==> src/rtl/seg_add_pkg.sv <==
package seg_add_pkg;

    // Build-time choice for how groups above the lowest receive their carry.
    typedef enum logic {
        CHAIN_RIPPLE = 1'b0,
        CHAIN_SELECT = 1'b1
    } chain_mode_e;

    localparam int unsigned DEF_ADD_W = 32;
    localparam int unsigned DEF_GRP_W = 8;

endpackage

==> src/rtl/cla_group.sv <==
// One lookahead slice: every internal carry is a flat OR of product terms.
module cla_group #(
    parameter int unsigned GW = 8
) (
    input  logic [GW-1:0] a_i,
    input  logic [GW-1:0] b_i,
    input  logic          cin_i,
    output logic [GW-1:0] sum_o,
    output logic          cout_o
);

    logic [GW-1:0] gen_w;
    logic [GW-1:0] prop_w;
    logic [GW:0]   carry_w;

    always_comb begin
        logic term_p;
        logic acc;
        gen_w      = a_i & b_i;
        prop_w     = a_i ^ b_i;
        carry_w    = '0;
        carry_w[0] = cin_i;
        for (int i = 0; i < int'(GW); i++) begin
            acc    = 1'b0;
            term_p = 1'b1;
            for (int j = i; j >= 0; j--) begin
                acc    = acc | (term_p & gen_w[j]);
                term_p = term_p & prop_w[j];
            end
            carry_w[i+1] = acc | (term_p & cin_i);
        end
    end

    assign sum_o  = prop_w ^ carry_w[GW-1:0];
    assign cout_o = carry_w[GW];

endmodule

==> src/rtl/cla_select_group.sv <==
// Speculative slice: results for both carry-in values, picked by the real carry.
module cla_select_group #(
    parameter int unsigned GW = 8
) (
    input  logic [GW-1:0] a_i,
    input  logic [GW-1:0] b_i,
    input  logic          cin_i,
    output logic [GW-1:0] sum_o,
    output logic          cout_o
);

    logic [GW-1:0] sum_zero, sum_one;
    logic          cout_zero, cout_one;

    cla_group #(.GW(GW)) u_spec0 (
        .a_i   (a_i),
        .b_i   (b_i),
        .cin_i (1'b0),
        .sum_o (sum_zero),
        .cout_o(cout_zero)
    );

    cla_group #(.GW(GW)) u_spec1 (
        .a_i   (a_i),
        .b_i   (b_i),
        .cin_i (1'b1),
        .sum_o (sum_one),
        .cout_o(cout_one)
    );

    assign sum_o  = cin_i ? sum_one  : sum_zero;
    assign cout_o = cin_i ? cout_one : cout_zero;

endmodule

==> src/rtl/seg_cla_adder.sv <==
module seg_cla_adder
    import seg_add_pkg::*;
#(
    parameter int unsigned ADD_W = DEF_ADD_W,
    parameter int unsigned GRP_W = DEF_GRP_W,
    parameter chain_mode_e MODE  = CHAIN_RIPPLE
) (
    input  logic [31:0] a_in,
    input  logic [31:0] b_in,
    input  logic        c_in,
    output logic [31:0] sum_o,
    output logic        c_out
);

    localparam int unsigned NGRP = ADD_W / GRP_W;

    // grp_c[k] is the carry entering group k; grp_c[NGRP] leaves the word.
    logic [NGRP:0] grp_c;

    assign grp_c[0] = c_in;

    for (genvar k = 0; k < NGRP; k++) begin : g_grp
        if (k == 0 || MODE == CHAIN_RIPPLE) begin : g_plain
            cla_group #(.GW(GRP_W)) u_grp (
                .a_i   (a_in[k*GRP_W +: GRP_W]),
                .b_i   (b_in[k*GRP_W +: GRP_W]),
                .cin_i (grp_c[k]),
                .sum_o (sum_o[k*GRP_W +: GRP_W]),
                .cout_o(grp_c[k+1])
            );
        end else begin : g_sel
            cla_select_group #(.GW(GRP_W)) u_grp (
                .a_i   (a_in[k*GRP_W +: GRP_W]),
                .b_i   (b_in[k*GRP_W +: GRP_W]),
                .cin_i (grp_c[k]),
                .sum_o (sum_o[k*GRP_W +: GRP_W]),
                .cout_o(grp_c[k+1])
            );
        end
    end

    assign c_out = grp_c[NGRP];

endmodule

==> config.mk <==
export PLATFORM = sky130hd
export DESIGN_NAME = seg_cla_adder
export DESIGN_NICKNAME = d
export VERILOG_FILES = /design/src/rtl/seg_add_pkg.sv /design/src/rtl/cla_group.sv /design/src/rtl/cla_select_group.sv /design/src/rtl/seg_cla_adder.sv
export SDC_FILE = /design/constraint.sdc
export NUM_CORES = 1
export LEC_CHECK = 0
export ABC_CLOCK_PERIOD_IN_PS = 3410
export BUFFER_PORTS_ARGS = -buffer_cell sky130_fd_sc_hd__buf_2
export CAP_MARGIN = 20
export CELL_PAD_IN_SITES_DETAIL_PLACEMENT = 0
export CELL_PAD_IN_SITES_GLOBAL_PLACEMENT = 1
export CORE_MARGIN = 5
export CORE_UTILIZATION = 27
export DETAILED_ROUTE_END_ITERATION = 6
export PLACE_DENSITY_LB_ADDON = 0.1
export SLEW_MARGIN = 20
export SYNTH_ARGS = -nofsm -noshare
export SYNTH_HDL_FRONTEND = slang
export SYNTH_SLANG_ARGS = --single-unit
==> constraint.sdc <==
create_clock -name vclk -period 3.41
set_clock_uncertainty 0.1 [all_clocks]
set_input_delay 0.682 -clock vclk [all_inputs]
set_output_delay 0.682 -clock vclk [all_outputs]
set_load 0.005 [all_outputs]
-- Yosys cells after proc, flatten, opt, wreduce, memory -nomap -nowiden
Index checks and enable logic that the tools add are counted.
- bits in registers: 0
- bits of input ports: 65
- output and inout port bits: 33
- word-level logic and storage cells: 412
- bitwise logic cells: 412
- operators with widths (kind ; number):
    1-bit AND ; 256
    1-bit bitwise OR ; 144
    8-bit XOR ; 8
    8-bit AND ; 4

-- Longest topological paths before layout
Gate-level depths: netlist (run 1).
- depth after elaboration: 17
- gate-level depth with buffers: 9

-- Cells and area by module
A second synthesis (run 1) with hierarchy kept.
- cell total of the unflattened synthesis: 152
- area, all modules: 1286.2 sq um
- by module, submodules not included (module ; instances ; cells each ; area an instance (sq um)):
    cla_group (g_grp[1].g_plain.u_grp ...) ; 3 ; 37 ; 317.8
    cla_group (g_grp[0].g_plain.u_grp) ; 1 ; 41 ; 332.8

-- Worst setup path after synthesis (run 1)
OpenSTA, ideal clock, no wires.
- path kind: input to output
- from: in a_in[2]
- to: out sum_o[25]
- arrival time: 2.576 ns
- required time: 2.628 ns
- setup slack: 0.052 ns
- cell stages on the path: 9
- buffers on the path: 0
- path through: ha_1 > and3_1 > a22o_1 > nand4_1 > a21bo_2 > a21oi_1 > inv_1 > fa_1 > xnor2_1
- cells in the longest elaborated chain, start to end: 13
- RTL lines (element ; line ; text):
    start, declared ; seg_cla_adder.sv:8 ; input logic [31:0] a_in,
    8-bit AND or 8-bit XOR (tied branches) ; cla_group.sv:19, cla_group.sv:20 ;
    1-bit AND (on tied branches) ; cla_group.sv:27, cla_group.sv:28 ;
    1-bit bitwise OR (tied with other cells) (2 in series) ; cla_group.sv:27 ; acc = acc | (term_p & gen_w[j]);
    1-bit bitwise OR or 1-bit AND (tied branches) ; cla_group.sv:27, cla_group.sv:30 ;
    1-bit bitwise OR (*) ; cla_group.sv:30 ; carry_w[i+1] = acc | (term_p & cin_i);
    1-bit AND (*) ; cla_group.sv:30 ;
    1-bit bitwise OR (*) ; cla_group.sv:30 ;
    1-bit AND (*) ; cla_group.sv:30 ;
    1-bit bitwise OR (*) ; cla_group.sv:30 ;
    1-bit AND (*) ; cla_group.sv:30 ;
    1-bit bitwise OR (*) ; cla_group.sv:30 ;
    8-bit XOR (*) ; cla_group.sv:34 ; assign sum_o = prop_w ^ carry_w[GW-1:0];
    end, declared ; seg_cla_adder.sv:11 ; output logic [31:0] sum_o,
Mark *: on every way between the ends. The rest lies on a longest branch, timed or not.

-- Final worst setup path (run 1)
- from: in a_in[6]
- to: out sum_o[27]
- cells in the longest elaborated chain, start to end: 17
- RTL lines (element ; line):
    8-bit AND or 8-bit XOR (tied branches) ; cla_group.sv:19, cla_group.sv:20
    1-bit AND (on tied branches) ; cla_group.sv:27, cla_group.sv:28
    1-bit bitwise OR (tied with other cells) (6 in series) ; cla_group.sv:27
    1-bit bitwise OR or 1-bit AND (tied branches) ; cla_group.sv:27, cla_group.sv:30
    1-bit bitwise OR (*) ; cla_group.sv:30
    1-bit AND (*) ; cla_group.sv:30
    1-bit bitwise OR (*) ; cla_group.sv:30
    1-bit AND (*) ; cla_group.sv:30
    1-bit bitwise OR (*) ; cla_group.sv:30
    1-bit AND (*) ; cla_group.sv:30
    1-bit bitwise OR (*) ; cla_group.sv:30
    8-bit XOR (*) ; cla_group.sv:34
Marks and branches as above.

==> results of run 1 <==
## logic make-up (layout without fill, tap and decap cells)
kind of cell | after synthesis | count (layout)
and+or+nand+nor | 59 | 59
xor gates and xnor gates | 20 | 20
AOI/OAI and AO/OA | 70 | 70
buffers and inverters | 18 | 164
adders and majority gates | 36 | 36
## tightest hold or removal path, cell delays in order
cell,delay (ns)
buf_2,0.10
fa_1,0.15
buf_2,0.10
## cell usage in the layout (no fill, tap or decap), types with 8 or more instances in the layout
cell / synthesis / layout
a21oi_1: 19 / 12
ha_1: 32 / 19
a21o_1: 14 / 14
buf_6: 0 / 12
nand2_1: 8 / 8
buf_4: 0 / 45
buf_2: 0 / 88
nor2_1: 14 / 12
ha_4: 0 / 13
nor3_1: 9 / 9
inv_1: 18 / 16
xnor2_1: 16 / 16
## power by group through the flow
stage	combinational (W)	clock [W]	sequential [W]
final	0.000576	0	0
after global routing	0.000639	0	0
after CTS	0.000523	0	0
after detailed placement	0.000485	0	0
after global placement	0.000484	0	0
after floorplan	0.000260	0	0
## through the flow
stage	TNS, ns	hold WS [ns]	cell area [sq um]
6_report	-0.407	1.61	2850
5_1_grt	-1.37	1.66	2850
4_1_cts	-0.372	1.61	2600
3_5_place_dp	-1.46	1.61	2380
3_3_place_gp	-1.27	1.61	2380
2_1_floorplan	0	1.41	1510
## final cells by class
cell class / instances / area (sq um)
Fill cell: 571 / 2630
Timing Repair Buffer: 146 / 928
Multi-Input combinational cell: 185 / 1760
Tap cell: 72 / 90.1
Inverter: 18 / 67.6
## per-layer routing
metal  global-route usage, %  vias to the layer above  part of all wire, %
met5                       0                        -                    0
met2                    23.3                       53                   51
li1                        -                     1061                    -
met4                   0.576                        0                 0.41
met3                    1.17                        2                  6.1
met1                    17.1                      889                   42
## synthesized netlist by cell type, types with 2 or more instances
cell | count | area share (%)
and2_1 | 5 | 2.1
a31oi_1 | 5 | 2.1
nor3_1 | 9 | 3.0
o311ai_1 | 2 | 1.2
o21a_1 | 3 | 1.5
a21oi_1 | 19 | 6.3
ha_1 | 32 | 26
xnor2_1 | 16 | 9.3
nand2_1 | 8 | 2.0
and3_1 | 5 | 2.1
fa_1 | 4 | 5.3
o21ai_0 | 6 | 2.0
a311o_1 | 2 | 1.3
nand2b_1 | 3 | 1.2
nand3_1 | 7 | 2.3
nor2_1 | 14 | 3.5
a2111oi_0 | 3 | 1.7
a221oi_1 | 2 | 1.2
a21o_1 | 14 | 7.0
nor2b_1 | 2 | 0.83
inv_1 | 18 | 4.5
xor2_1 | 4 | 2.3
## worst paths after layout
kind	slack, ns	startpoint	cells past startpoint	to
setup / recovery	-0.11	a_in[6]	10	sum_o[27]
hold / removal	1.61	c_in	3	sum_o[0]
## what timing repair did
item                                    CTS  global route
endpoints found under the setup margin   19            22
resized for setup                        27            36
buffers inserted                          6             4
pin swaps                                15            12
==> results.rst, run 1 <==
.. list-table::
   :header-rows: 1

   * - Metric
     - Value
   * - Outcome
     - finished with violations
   * - Violations in the final reports
     - negative setup slack
   * - Post-synthesis instance area
     - roughly 1500 sq um
   * - Total net switching power
     - between 0.0002 and 0.0003 W
   * - Dpl hpwl
     - between 4000 and 5000 um
   * - Final worst path period share
     - 103%
   * - Number of buffer cells added on primary ports
     - 98
   * - Internal power of the cells
     - 0.000315 W
   * - Hold Vio Cnt, Final
     - 0
   * - CP endpoint kind
     - output port
   * - Initial Utilization
     - ~28%
   * - Bufs and invs on worst path
     - 2
   * - Required time reported for the critical path endpoint
     - between 2 and 3 ns
   * - Post-synthesis mux area share
     - 0%
   * - Number of primary I/O pins
     - 98
   * - First-pass iteration count of the detailed router
     - 4
   * - # nets final
     - approximately 450
   * - Crit path max-delay family
     - compound AO/OA/AOI/OAI gates
   * - Hold/Removal Path Class
     - primary input to output port
   * - Area share of xor/xnor cells in the synthesized design
     - a little under an eighth
   * - Areal power density over the cells
     - between 200 and 250 nW/um^2
   * - # clk buffers
     - 0
   * - Wire length of the first global-routing pass
     - just over 8000 um
   * - Peak supply drop
     - between 0.08 and 0.09 mV
   * - Maximum single-stage delay on the critical path
     - approximately 0.43 ns
   * - Final setup violation count
     - 6
   * - Utilization of the core after routing
     - a little over half
   * - N_diodes
     - 0
   * - Number of hold buffers added after cts
     - 0
   * - Proportion of layout cells with a drive suffix above 1
     - between 50% and 60%
   * - Setup repair after global routing missed its margin
     - yes
   * - Post-placement worst setup slack
     - -0.236 ns
   * - Wire length after detailed routing
     - 5130 um
   * - Non-Filler Instances
     - 421
   * - Normalized max-slew margin
     - 65.0%
   * - P&R area growth vs syn
     - 88.4%
   * - Post-synthesis adder-cell area fraction
     - between 30% and 40%
   * - Maximum frequency from static timing analysis
     - 284 MHz
   * - Syn Area/Cell
     - 7.45 sq um
   * - Post-route ant nets
     - 0
   * - Critical path fanouts, max
     - 3
   * - Total area of sequential cells
     - 0 sq um
   * - Share of the synthesized area in compound gates (AO/OA/AOI/OAI)
     - 32.0%
   * - Via count of the first global-routing pass
     - around 1900
   * - Initial detailed-routing violation count
     - 46
   * - Sequential fraction of the synthesis area
     - 0%
   * - Number of slew-limit violations in the final report
     - 0
   * - Seq cells
     - 0
   * - Slew of the pin with the lowest slew margin
     - 0.512 ns
   * - Max-cap viol count
     - 0
   * - Pin count of the biggest net entering global routing
     - 10
   * - Vias after detailed routing
     - around 2000
   * - Critical path class
     - primary input to output port
   * - Relative contribution of sequential cells to total power
     - 0%
   * - Placeable core area
     - 5470 sq um
   * - Synthesized net count
     - about 300
   * - Switching Share
     - 45.3%
   * - Time the final worst path needs with I/O delays and setup
     - around 3.5 ns
   * - Share of total power in the clock network
     - 0%
   * - Global route total overflow
     - 0
   * - DIE WIDTH
     - 84.8 um
   * - Main combinational cell family by area after synthesis
     - compound AO/OA/AOI/OAI gates
   * - Vertical die dimension
     - about 85 um
   * - Number of vias per cell after detailed routing
     - between 4 and 5
   * - Comb power frac
     - 100.0%
   * - Gate Count Post-Synth
     - ~200
   * - Cell with the largest stage delay on the worst path
     - or4_4
   * - Routed wirelength normalized by instance count
     - 12.2 um
   * - Cells along the critical path
     - buf_8, ha_4, a21o_1, a221o_1, a21oi_2, a21boi_2, o211a_1, or4_4, o311ai_4, buf_2
   * - Placed Cells
     - between 400 and 500
   * - Simple-gate portion of the synthesized area
     - 20.2%
   * - Least setup slack across all paths after layout
     - -0.113 ns
   * - Total Power Consumption
     - between 0.0005 and 0.0006 W
   * - Critical Path Source Type
     - primary input
   * - Total of warnings raised by yosys
     - 0
   * - Antenna violations before repair
     - 0
   * - Global-route usage over all layers
     - roughly 13%
   * - Arr. time, crit path
     - 2.74 ns
   * - Number of cell rows
     - 27
   * - Number of distinct library cell variants in the gate-level netlist after synthesis
     - 42
   * - DRC violations left
     - 0
   * - Final Wtd Congestion
     - between 0.8 and 0.9
   * - Leakage power figure
     - 1.43 nW
   * - Die footprint
     - a little over 7000 sq um
(Power assumes the default switching activity.)
==> inputs of run 2 (changes only) <==
- BUFFER_PORTS_ARGS: -buffer_cell sky130_fd_sc_hd__buf_2 -> default
- CORE_ASPECT_RATIO: default -> 1.1
- CORE_UTILIZATION: 27 -> 40
- DONT_BUFFER_PORTS: default -> 1
==> results.rst, run 2 (same netlist as run 1, synthesis figures left out) <==
.. list-table::
   :header-rows: 1

   * - Metric
     - Value
   * - Critical Path Source Type
     - primary input
   * - Post-route ant nets
     - 0 (unchanged)
   * - Peak supply drop
     - 0.0702 mV (-15%)
   * - Normalized max-slew margin
     - 76.0% (+11 points)
   * - Arr. time, crit path
     - 2.53 ns (-0.21 ns)
   * - Number of slew-limit violations in the final report
     - 0 (unchanged)
   * - # clk buffers
     - 0 (unchanged)
   * - Via count of the first global-routing pass
     - 1573 (-17%)
   * - Maximum frequency from static timing analysis
     - 302 MHz (+6.4%)
   * - Hold/Removal Path Class
     - primary input to output port
   * - Routed wirelength normalized by instance count
     - 15.1 um (+24%)
   * - Antenna violations before repair
     - 0 (unchanged)
   * - Time the final worst path needs with I/O delays and setup
     - 3.31 ns (-0.211 ns)
   * - Initial Utilization
     - 41.4% (+14 points)
   * - Global-route usage over all layers
     - 14.1% (+1.3 points)
   * - N_diodes
     - 0 (unchanged)
   * - Global route total overflow
     - 0 (unchanged)
   * - Min-Delay Path Depth
     - 1 (-2)
   * - Seq cells
     - 0 (unchanged)
   * - Final worst path period share
     - 97.1% (-6.2 points)
   * - CP endpoint kind
     - output port
   * - Final setup violation count
     - 0 (-6)
   * - Cells along the critical path
     - ha_1, a21o_1, a22o_1, nand4_1, buf_4, a21boi_2, o211a_1, or4_4, o311ai_4
   * - Vertical die dimension
     - 74.5 um (-12%)
   * - Critical path class
     - primary input to output port
   * - Sum of negative setup slack
     - 0 ns (+0.407 ns)
   * - Max-cap viol count
     - 0 (unchanged)
   * - Setup repair after global routing missed its margin
     - yes
   * - Number of primary I/O pins
     - 98 (unchanged)
   * - Cell with the largest stage delay on the worst path
     - or4_4
   * - Fill cell total of the finished layout
     - 376 (-34%)
   * - Commonest cells after routing, fill and taps aside
     - ha_1 (28), inv_1 (18), buf_4 (17)
   * - Leakage power figure
     - 0.867 nW (-39%)
   * - Total area of sequential cells
     - 0 sq um (unchanged)
   * - Die footprint
     - 5110 sq um (-29%)
   * - # nets final
     - 323 (-29%)
   * - First-pass iteration count of the detailed router
     - 4 (unchanged)
   * - Proportion of layout cells with a drive suffix above 1
     - 16.4% (-38 points)
   * - Placeable core area
     - 3650 sq um (-33%)
   * - Required time reported for the critical path endpoint
     - 2.63 ns (about the same)
   * - Slew of the pin with the lowest slew margin
     - 0.351 ns (-0.161 ns)
   * - Pin count of the biggest net entering global routing
     - 10 (unchanged)
   * - Maximum single-stage delay on the critical path
     - 0.43 ns (about the same)
   * - Hold Vio Cnt, Final
     - 0 (unchanged)
   * - Total Power Consumption
     - 0.000360 W (-37%)
   * - Areal power density over the cells
     - 198 nW/um^2 (-2.1%)
   * - Number of buffer cells added on primary ports
     - 0 (-100%)
   * - Number of cell rows
     - 23 (-15%)
   * - Dpl hpwl
     - 3550 um (-16%)
   * - Outcome
     - completed
   * - Critical path fanouts, max
     - 4 (+1)
   * - Wire length of the first global-routing pass
     - 6050 um (-26%)
   * - DIE WIDTH
     - 68.6 um (-19%)
   * - DRC violations left
     - 0 (unchanged)
   * - P&R area growth vs syn
     - 20.3%
   * - Leading cell type in the layout, fill and taps excluded
     - ha_1
   * - Initial detailed-routing violation count
     - 48 (+4.3%)
   * - Wire length after detailed routing
     - 4090 um (-20%)
   * - Final Wtd Congestion
     - 0.791 (-2.3%)
   * - Vias after detailed routing
     - 1583 (-21%)
   * - Worst Hold End
     - sum_o[0]
   * - Number of vias per cell after detailed routing
     - 5.86 (+23%)
   * - Start point of the worst hold path
     - c_in
run 2: critical path: cells and delay by family:
kind	cells	cell delay (ns)
AOI/OAI and AO/OA	5	0.83
adders and majority gates	1	0.32
buffers and inverters	1	0.13
and+or+nand+nor	2	0.55
run 2: power breakdown:
| group | total, W | switching (W) | internal, W |
|---|---|---|---|
| clock | 0 | 0 | 0 |
| sequential | 0 | 0 | 0 |
| combinational | 0.000360 | 0.000194 | 0.000166 |
run 2: stage by stage:
step	area [sq um]	cells	hold slack (ns)	setup slack, ns	utilization, %
after floorplan	1510	203	1.41	0.0523	-
final	1820	270	1.43	0.0979	49.7
after CTS	1680	267	1.43	0.00416	46.0
after global routing	1820	270	1.44	-0.0262	49.7
after detailed placement	1680	267	1.43	-0.00667	45.9
after global placement	1680	267	1.43	0.0233	45.9
run 2: repair_timing:
item | 4_1_cts | 5_1_grt
resized for setup | 1 | 19
cloned | 0 | 0
endpoints found under the hold margin | 0 | 0
pin swaps | 1 | 7
hold buffers | 0 | 0
setup buffers | 0 | 3
setup endpoints to repair | 2 | 13
run 2: worst max path at each step:
stage | startpoint | to | cells after the start
after global placement | a_in[6] | sum_o[27] | 8
after global routing | a_in[18] | sum_o[31] | 9
after detailed placement | a_in[6] | sum_o[31] | 9
final | a_in[2] | sum_o[27] | 9
after floorplan | a_in[2] | sum_o[25] | 9
after CTS | a_in[6] | sum_o[27] | 8
run 2: cell type report:
type	count	area, sq um	area share [%]
Tap cell	50	62.6	3.44
Inverter	18	67.6	3.72
Multi-Input combinational cell	185	1560	85.8
Timing Repair Buffer	17	128	7.02
run 2: metal layers:
metal / GRT usage (%) / part of all wire, %
met1: 16.2 / 39
met2: 29.3 / 55
met3: 0.604 / 5.1
met4: 0 / 0
met5: 0 / 0
